$ cat src/rtl/i2s_tx_pkg.sv
package i2s_tx_pkg;
  typedef enum logic {
    FRAME_STD = 1'b0,
    FRAME_LJ  = 1'b1
  } frame_mode_e;
endpackage

$ cat src/rtl/i2s_tx_timing.sv
// Slot and tick-phase counters; marks the fetch tick at the end of a frame.
module i2s_tx_timing #(
  parameter int HALF_BITS  = 16,
  parameter int HALF_TICKS = 3
) (
  input  logic                                  clk,
  input  logic                                  rst_n,
  input  logic                                  tick_en,
  output logic [$clog2(2*HALF_BITS)-1:0]        slot_idx,
  output logic                                  bit_clk,
  output logic                                  frame_end
);
  localparam int SLOT_W = $clog2(2*HALF_BITS);
  localparam int PH_W   = $clog2(2*HALF_TICKS);
  localparam logic [SLOT_W-1:0] LAST_SLOT = SLOT_W'(2*HALF_BITS - 1);
  localparam logic [PH_W-1:0]   LAST_PH   = PH_W'(2*HALF_TICKS - 1);
  localparam logic [PH_W-1:0]   PH_HIGH   = PH_W'(HALF_TICKS);

  logic [SLOT_W-1:0] slot_q, slot_d;
  logic [PH_W-1:0]   ph_q, ph_d;

  always_comb begin
    slot_d = slot_q;
    ph_d   = ph_q;
    if (tick_en) begin
      if (ph_q == LAST_PH) begin
        ph_d   = '0;
        slot_d = (slot_q == LAST_SLOT) ? '0 : slot_q + 1'b1;
      end else begin
        ph_d = ph_q + 1'b1;
      end
    end
  end

  always_ff @(posedge clk or negedge rst_n) begin
    if (!rst_n) begin
      slot_q <= LAST_SLOT;
      ph_q   <= PH_HIGH;
    end else begin
      slot_q <= slot_d;
      ph_q   <= ph_d;
    end
  end

  assign slot_idx  = slot_q;
  assign bit_clk   = (ph_q >= PH_HIGH);
  assign frame_end = tick_en && (slot_q == LAST_SLOT) && (ph_q == LAST_PH);
endmodule

$ cat src/rtl/i2s_tx_frame_store.sv
// Held stereo word plus the per-frame mode and swap latches.
module i2s_tx_frame_store
  import i2s_tx_pkg::*;
#(
  parameter int WORD_W = 32
) (
  input  logic              clk,
  input  logic              rst_n,
  input  logic              load,
  input  logic              in_valid,
  input  logic [WORD_W-1:0] in_data,
  input  logic              lj_in,
  input  logic              swap_in,
  output logic [WORD_W-1:0] held_word,
  output frame_mode_e       mode_q,
  output logic              swap_q
);
  logic [WORD_W-1:0] word_q, word_d;
  frame_mode_e       mode_r, mode_d;
  logic              swap_r, swap_d;

  always_comb begin
    word_d = word_q;
    mode_d = mode_r;
    swap_d = swap_r;
    if (load) begin
      if (in_valid) word_d = in_data;
      mode_d = frame_mode_e'(lj_in);
      swap_d = swap_in;
    end
  end

  always_ff @(posedge clk or negedge rst_n) begin
    if (!rst_n) begin
      word_q <= '0;
      mode_r <= FRAME_STD;
      swap_r <= 1'b0;
    end else begin
      word_q <= word_d;
      mode_r <= mode_d;
      swap_r <= swap_d;
    end
  end

  assign held_word = word_q;
  assign mode_q    = mode_r;
  assign swap_q    = swap_r;
endmodule

$ cat src/rtl/i2s_tx_pins.sv
// Word-clock decode, data bit select and pin mapping.
module i2s_tx_pins
  import i2s_tx_pkg::*;
#(
  parameter int HALF_BITS = 16
) (
  input  logic [$clog2(2*HALF_BITS)-1:0] slot_idx,
  input  logic                           bit_clk,
  input  logic [2*HALF_BITS-1:0]         held_word,
  input  frame_mode_e                    mode,
  input  logic                           swap,
  output logic                           word_clk,
  output logic                           pin_a,
  output logic                           pin_b,
  output logic                           sd
);
  localparam int SLOT_W = $clog2(2*HALF_BITS);
  localparam logic [SLOT_W-1:0] LAST_SLOT = SLOT_W'(2*HALF_BITS - 1);
  localparam logic [SLOT_W-1:0] HALF_CNT  = SLOT_W'(HALF_BITS);
  localparam logic [SLOT_W-1:0] HALF_PRE  = SLOT_W'(HALF_BITS - 1);

  always_comb begin
    if (mode == FRAME_LJ) word_clk = (slot_idx < HALF_CNT);
    else                  word_clk = (slot_idx < HALF_PRE) || (slot_idx == LAST_SLOT);
  end

  assign sd    = held_word[LAST_SLOT - slot_idx];
  assign pin_a = swap ? word_clk : bit_clk;
  assign pin_b = swap ? bit_clk  : word_clk;
endmodule

$ cat src/rtl/i2s_stereo_tx.sv
module i2s_stereo_tx
  import i2s_tx_pkg::*;
#(
  parameter int HALF_BITS  = 16,
  parameter int HALF_TICKS = 3,
  localparam int WORD_W    = 2*HALF_BITS,
  localparam int SLOT_W    = $clog2(2*HALF_BITS)
) (
  input  logic              clk,
  input  logic              rst_n,
  input  logic              tick_en,
  input  logic              lj_mode,
  input  logic              clk_swap,
  input  logic              in_valid,
  input  logic [WORD_W-1:0] in_data,
  output logic              in_ready,
  output logic              tx_pin_a,
  output logic              tx_pin_b,
  output logic              tx_sd
);
  logic [1:0]        rst_sync_q;
  logic              rst_int_n;
  logic [SLOT_W-1:0] slot_idx;
  logic              bit_clk;
  logic              word_clk;
  logic              frame_end;
  logic [WORD_W-1:0] held_word;
  frame_mode_e       mode_q;
  logic              swap_q;

  always_ff @(posedge clk or negedge rst_n) begin
    if (!rst_n) rst_sync_q <= 2'b00;
    else        rst_sync_q <= {rst_sync_q[0], 1'b1};
  end
  assign rst_int_n = rst_sync_q[1];

  i2s_tx_timing #(.HALF_BITS(HALF_BITS), .HALF_TICKS(HALF_TICKS)) i_timing (
    .clk       (clk),
    .rst_n     (rst_int_n),
    .tick_en   (tick_en),
    .slot_idx  (slot_idx),
    .bit_clk   (bit_clk),
    .frame_end (frame_end)
  );

  i2s_tx_frame_store #(.WORD_W(WORD_W)) i_store (
    .clk       (clk),
    .rst_n     (rst_int_n),
    .load      (frame_end),
    .in_valid  (in_valid),
    .in_data   (in_data),
    .lj_in     (lj_mode),
    .swap_in   (clk_swap),
    .held_word (held_word),
    .mode_q    (mode_q),
    .swap_q    (swap_q)
  );

  i2s_tx_pins #(.HALF_BITS(HALF_BITS)) i_pins (
    .slot_idx  (slot_idx),
    .bit_clk   (bit_clk),
    .held_word (held_word),
    .mode      (mode_q),
    .swap      (swap_q),
    .word_clk  (word_clk),
    .pin_a     (tx_pin_a),
    .pin_b     (tx_pin_b),
    .sd        (tx_sd)
  );

  assign in_ready = frame_end;
endmodule

$ cat config.mk
export PLATFORM = sky130hd
export DESIGN_NAME = i2s_stereo_tx
export DESIGN_NICKNAME = d
export VERILOG_FILES = /design/src/rtl/i2s_tx_pkg.sv /design/src/rtl/i2s_tx_timing.sv /design/src/rtl/i2s_tx_frame_store.sv /design/src/rtl/i2s_tx_pins.sv /design/src/rtl/i2s_stereo_tx.sv
export SDC_FILE = /design/constraint.sdc
export NUM_CORES = 1
export LEC_CHECK = 0
export BUFFER_PORTS_ARGS = -buffer_cell sky130_fd_sc_hd__buf_2
export CAP_MARGIN = 20
export CORE_ASPECT_RATIO = 0.6
export CORE_MARGIN = 2
export CORE_UTILIZATION = 51
export CTS_BUF_LIST = sky130_fd_sc_hd__clkbuf_8
export DETAILED_ROUTE_END_ITERATION = 8
export GPL_ROUTABILITY_DRIVEN = 0
export PLACE_DENSITY = 0.74
export SYNTH_ARGS = -nofsm -noshare
export SYNTH_HDL_FRONTEND = slang
export SYNTH_SLANG_ARGS = --single-unit
export TNS_END_PERCENT = 30
$ cat constraint.sdc
create_clock -name clk -period 3.05 [get_ports clk]
set_input_delay 0.305 -clock clk [delete_from_list [all_inputs] [get_ports clk]]
set_output_delay 0.305 -clock clk [all_outputs]
set_load 0.005 [all_outputs]
# After elaboration in Yosys (flattened, before gate mapping)

Cells that the tools add are included.

Bits in registers: 44
Output and inout port bits: 4
Word-level logic and storage cells: 27

Add/sub/neg operators: 3
Magnitude comparators: 4
Eq/ne operators: 2
Mux-type cells: 7
Reductions and logical operators: 5

Operators with widths:

| cell                  | number |
|---|---|
| $lt A5 B6 Y1 const B  | 1 |
| $add A5 B1 Y5 const B | 1 |
| $bmux W1 S5           | 1 |
| $eq A5 B5 Y1 const B  | 1 |
| $lt A5 B4 Y1 const B  | 1 |
| $lt A5 B5 Y1 const B  | 1 |
| $mux W5               | 1 |
| $sub A5 B5 Y5 const A | 1 |
| $mux W1               | 4 |
| $reduce_and A2 Y1     | 2 |
| $add A3 B1 Y3 const B | 1 |
| $eq A3 B3 Y1 const B  | 1 |
| $ge A3 B2 Y1 const B  | 1 |
| $mux W3               | 1 |
| $logic_and A1 B1 Y1   | 2 |
| $logic_or A1 B1 Y1    | 1 |

# Longest topological paths before layout

Word-level depth: 4
Gate-level depth with buffers: 7
Depth with buffers taken out: 5

# By module

From an unflattened synthesis, not the netlist that was laid out.

Cells, all modules: 154
Area, all modules: 2,237.1 um^2

Modules (own cells, without submodules):

| module             | times used | cells an instance | area each (um^2) |
|---|---|---|---|
| i2s_tx_frame_store | 1          | 72                | 1,386.3 |
| i2s_tx_timing      | 1          | 36                | 425.4 |
| i2s_tx_pins        | 1          | 43                | 371.6 |
| i2s_stereo_tx      | 1          | 3                 | 53.8 |

# Worst setup path before layout

OpenSTA, ideal clock, no wires.

Kind: flip-flop to output port
Start point: reg i_timing.slot_q[1], in the netlist i_timing.slot_idx[1]
End point: out tx_sd
Data arrival time: 1,609 ps
Path slack: 1,136 ps
Stages on the path, launching flop included: 7
Path buffers: 1
Path through: dfstp_2 > buf_2 > mux2i_1 > a22o_1 > a2111oi_0 > a22oi_1 > nand3_1

Longest elaborated chain between the ends: 3

RTL lines:

| item                          | line                | text |
|---|---|---|
| start, declared               | i2s_tx_timing.sv:19 | `logic [SLOT_W-1:0] slot_q, slot_d;` |
| start signal, assigned        | i2s_tx_timing.sv:40 | `slot_q <= slot_d;` |
| $sub A5 B5 Y5                 | i2s_tx_pins.sv:27   | `assign sd = held_word[LAST_SLOT - slot_idx];` |
| $bmux W1 S5                   | i2s_tx_pins.sv:27   |  |
| $mux W1 (implied by the code) | i2s_tx_pins.sv:27   |  |
| end, declared                 | i2s_stereo_tx.sv:19 | `output logic tx_sd` |

Every way passes these cells. The select of a mux whose other input is x is not followed.

# Worst setup path in the final report

Start point: reg i_timing.slot_q[1], in the netlist i_timing.slot_idx[1]
End point: out tx_pin_a

Longest elaborated chain between the ends: 4

RTL lines:

| item                                                | line                | text |
|---|---|---|
| $lt A5 B4 Y1 / $eq A5 B5 Y1 (equally long branches) | i2s_tx_pins.sv:24   | `else word_clk = (slot_idx < HALF_PRE) \|\| (slot_idx == LAST_SLOT);` |
| $logic_or A1 B1 Y1                                  | i2s_tx_pins.sv:24   |  |
| $mux W1 (*)                                         | i2s_tx_pins.sv:23   | `if (mode == FRAME_LJ) word_clk = (slot_idx < HALF_CNT);` |
| $mux W1 (*)                                         | i2s_tx_pins.sv:28   | `assign pin_a = swap ? word_clk : bit_clk;` |
| end, declared                                       | i2s_stereo_tx.sv:17 | `output logic tx_pin_a,` |

Every way passes the cells marked *; elsewhere a longest branch is shown, timed or not.

==> impl_summary.log <==
[metrics] sort of element at the start of the critical path: flip-flop
[metrics] XOR/XNOR Fraction of Synth Area: 0.0119
[metrics] Final Non-Filler Cells: 266
[metrics] Hold Vio Cnt, Final: 0
[metrics] worst r2r src: i_timing.slot_idx[1]
[metrics] Cell Pwr Density: 611 nW/um2
[metrics] clk sink count: 44
[metrics] Synth Area in Simple Gates: 0.0891
[metrics] clock slew at the register clock pins of the worst setup and hold paths: 0.08 ns
[metrics] Final Slew Violations: 0
[metrics] Reg-to-Reg End: i_store.held_word[6]
[metrics] PnR worst setup slack: 0.513 ns
[metrics] worst reg2reg setup slack: 0.58 ns
[metrics] Fmax achieved: 0.394 GHz
[metrics] TritonCTS clock tree: yes
[metrics] post-placement cell count: 257
[metrics] NetSw: 0.480 mW
[metrics] number of enable-type register cells in the synthesized netlist: 0
[metrics] cell family contributing the most delay on the critical path: flip-flops
[metrics] Buf/Inv on CP: 1
[metrics] Core Rows: 18
[metrics] worst setup path startpoint: i_timing.slot_idx[1]
[metrics] Die Width: 88.9 um
[metrics] core area: 4120 um2
[metrics] clock insertion delay at the later pin of the skew report: 0.30 ns
[metrics] Via density: 5.26
[metrics] switching share of total power: 0.307
[metrics] worst hold-check slack: 0.201 ns
[metrics] detailed placement HPWL: 3.05 mm
[metrics] maximum number of pins on one net before global-route repair: 43
[metrics] Yosys top cell by area: dfrtp_1
[metrics] final net count: 245
[metrics] antenna cells: 0
[metrics] source of the worst hold timing path: tick_en
[metrics] global-route wire length before repair: 6.96 mm
[metrics] number of cells produced by synthesis: 162
[metrics] type of the worst min-delay path: input port to flip-flop
[metrics] Synth Flop Type: dfrtp_1
[metrics] post-CTS setup-driven buffer insertion count: 0
[metrics] CP endpoint: tx_pin_a
[metrics] post-synthesis mux area share: 0.297
[metrics] Design Power: 1.57 mW
[metrics] arrival time worst endpoint: 2.23 ns
[metrics] final critical-path share of the clock period: 0.832
[metrics] global-route congestion overflow total: 0
[metrics] total negative setup slack: 0 ns
[metrics] root buf cell: clkbuf_8
[metrics] sequential share of power: 0.475
[metrics] total number of H-tree levels: 2
[metrics] Gate power share: 0.245
[metrics] proportion of layout cells with a drive suffix above 1: 0.451
[metrics] RSZ-0062 raised after global routing: no
[metrics] Remaining DRCs: 0
[metrics] number of top-level design ports: 42
[metrics] DIE AREA: 4880 um2
[metrics] slew at the pin closest to its max-slew limit: 0.723 ns
[metrics] antenna violations before repair: 0
[metrics] number of buffer cells added on primary ports: 41
[metrics] ordered cell list for the critical path: ha_1 -> nand4_1 -> o22a_1 -> a21oi_1 -> buf_2
[metrics] Critical Path Max Stage Delay: 0.72 ns
[metrics] Finished Core Util: 0.621
[metrics] Detailed Route Iter0 Violations: 96
[metrics] vias in the first global route: 1407
[metrics] Leakage: 1.36 nW
[metrics] number of gates on the worst path with buffers counted: 5
[metrics] vias after detailed routing: 1400
[metrics] Final Setup Violations: 0
[metrics] combinational family with the most area after synthesis: multiplexers
[metrics] total length of routed wires: 4.14 mm
[metrics] critical path data required time: 2.74 ns
[metrics] category of the critical setup timing path: flip-flop to output pin
[metrics] number of distinct library cells after synthesis: 37
[metrics] area growth from synthesis to layout: 16.1%
[metrics] mean area per synthesized cell: 13.6 um2
[metrics] final routed wire length divided by cell count: 15.5 um
[metrics] CTS-repair resized insts: 0
[metrics] synthesized-area fraction occupied by ao, oa, aoi and oai cells: 0.0579
[metrics] Clk network pwr share: 0.280
[metrics] area fraction of the dominant cell type after synthesis: 0.420
[metrics] clock buffer count from CTS: 5
[metrics] Max FO, Critical Path: 13
[metrics] async set-reset flop share out of synthesis: 1.00
[metrics] shortest period the worst path allows: 2.54 ns
[metrics] element type at the critical path end: output pin
[metrics] Overall Global Routing Usage: 0.200
[metrics] logic depth of the worst register-to-register path: 5
[metrics] Synth Register Bits: 44
[metrics] number of inserted filler cells in the final layout: 324
[metrics] largest cells by area after synthesis: dfrtp_1 42%, mux2_4 20%, dfstp_2 8.3%
[metrics] worst setup skew after layout: 0.00324 ns
[metrics] result of the run: completed
[metrics] tightest slew margin relative to the limit: 0.515
[metrics] IR Drop Worst-Case VDD: 0.288 mV
[metrics] adder and majority gate portion of the synthesized area: 0.0113
[metrics] Final Instance Area: 2560 um2
[metrics] post-synthesis net count: 202
[metrics] worst setup timing slack at the placement stage: 0.632 ns
[metrics] cell internal power dissipation: 1.09 mW
[metrics] post-route antenna net violation count: 0
[metrics] number of maximum-capacitance violations: 0
[metrics] buffers from clock root to sink, at most: 2
[metrics] part of the Yosys area used for sequential elements: 0.503
[metrics] detailed-router iteration count before antenna repair: 4
[metrics] post-placement cell area: 2440 um2
[metrics] cell with the largest stage delay on the worst path: dfstp_2
[metrics] Initial Utilization: 0.535
[metrics] die outline height: 54.9 um
[metrics] combined area of all synthesized cells: 2210 um2
[metrics] number of warnings reported in the yosys synthesis log: 0
-- cell families (layout without fill, tap and decap cells) --
group	count (synthesis)	after routing
other	1	1
AO/OA/AOI/OAI	19	19
buffers and inverters	9	53
XOR/XNOR	3	3
AND/OR/NAND/NOR	34	34
flip-flops	44	44
adder cells (fa/ha/maj)	2	2
multiplexers	50	50
-- what timing repair did --
item                                   in CTS  in global routing
setup endpoints to repair                   0                  0
hold buffers                                1                  0
endpoints found under the hold margin       2                  0
-- per-layer routing --
metal  track usage  routed length, um  part of all wire  vias to the layer above
met3        0.0608                223             0.054                       10
met2         0.286               1870              0.45                       29
li1              -                  -                 -                      672
met4        0.0960                 93             0.022                        0
met5             0                  0                 0                        -
met1         0.279               1950              0.47                      689
-- power by group through the flow --
| stage | sequential [mW] | clock (mW) | combinational, mW |
|---|---|---|---|
| after CTS | 0.742 | 0.448 | 0.386 |
| after global routing | 0.758 | 0.475 | 0.429 |
| final | 0.744 | 0.438 | 0.384 |
| after global placement | 0.745 | 0 | 0.366 |
| after detailed placement | 0.752 | 0 | 0.383 |
| after floorplan | 0.703 | 0 | 0.314 |
-- registers in the layout, indices dropped and copies added (netlist names) --
register,flops
i_store.held_word,32
i_store.swap_q,1
i_timing.ph_q,3
i_store.mode_q,1
rst_sync_q,2
i_timing.slot_idx,5
-- layout by cell type (no fill, tap or decap) --
cell            n
nand4_1         3
dlygate4sd3_1   1
nand2b_1        1
and2_1          2
inv_1           2
nor2_1          3
a21oi_1         5
dfrtp_1        37
clkbuf_8        5
conb_1          1
bufinv_16       1
nor3_1          3
xor2_1          1
mux2_2          2
mux2_4         30
ha_1            2
nand2_2         1
dfstp_2         7
nand3_1         3
nand4b_1        1
or3_4           1
a22o_1          4
clkinv_2        1
xnor2_1         2
nor2_8          1
nand2_4         1
a211oi_1        1
or3_1           1
a2111oi_0       1
mux2_1          2
mux2i_1        16
nor2b_1         2
a21o_1          1
nand2_1        11
o21ai_0         4
buf_2          41
a21boi_0        1
o22a_1          1
a22oi_1         1
buf_4           2
-- cell usage after synthesis (2+ instances only) --
library cell	number
nor2b_1	2
nor3_1	3
o21ai_0	4
nor2_1	3
nand2_1	11
buf_2	4
dfrtp_1	37
a22o_1	4
a21oi_1	5
xnor2_1	2
dfstp_2	7
nand4_1	3
ha_1	2
mux2i_1	16
mux2_2	2
and2_1	2
mux2_4	30
nand3_1	3
buf_6	3
mux2_1	2
-- layout make-up --
cell class                      instances  area [um2]  area share
Clock buffer                            5        68.8      0.0269
Clock inverter                          3        38.8      0.0151
Inverter                                1        3.75     0.00147
Multi-Input combinational cell        109        1030       0.404
Sequential cell                        44        1110       0.433
Tap cell                               60        75.1      0.0293
Timing Repair Buffer                   44         230      0.0899
-- worst min-delay path by stage --
| stage | to | slack, ns | cells past startpoint |
|---|---|---|---|
| after floorplan | rst_sync_q[0] | 0.009 | 0 |
| after global placement | rst_sync_q[1] | 0.09 | 1 |
| after detailed placement | rst_sync_q[1] | 0.09 | 1 |
| after CTS | i_timing.ph_q[0] | 0.19 | 2 |
| after global routing | i_timing.ph_q[0] | 0.21 | 2 |
| final | i_timing.ph_q[0] | 0.20 | 2 |
Note: power is estimated with default switching activity, not from simulation.
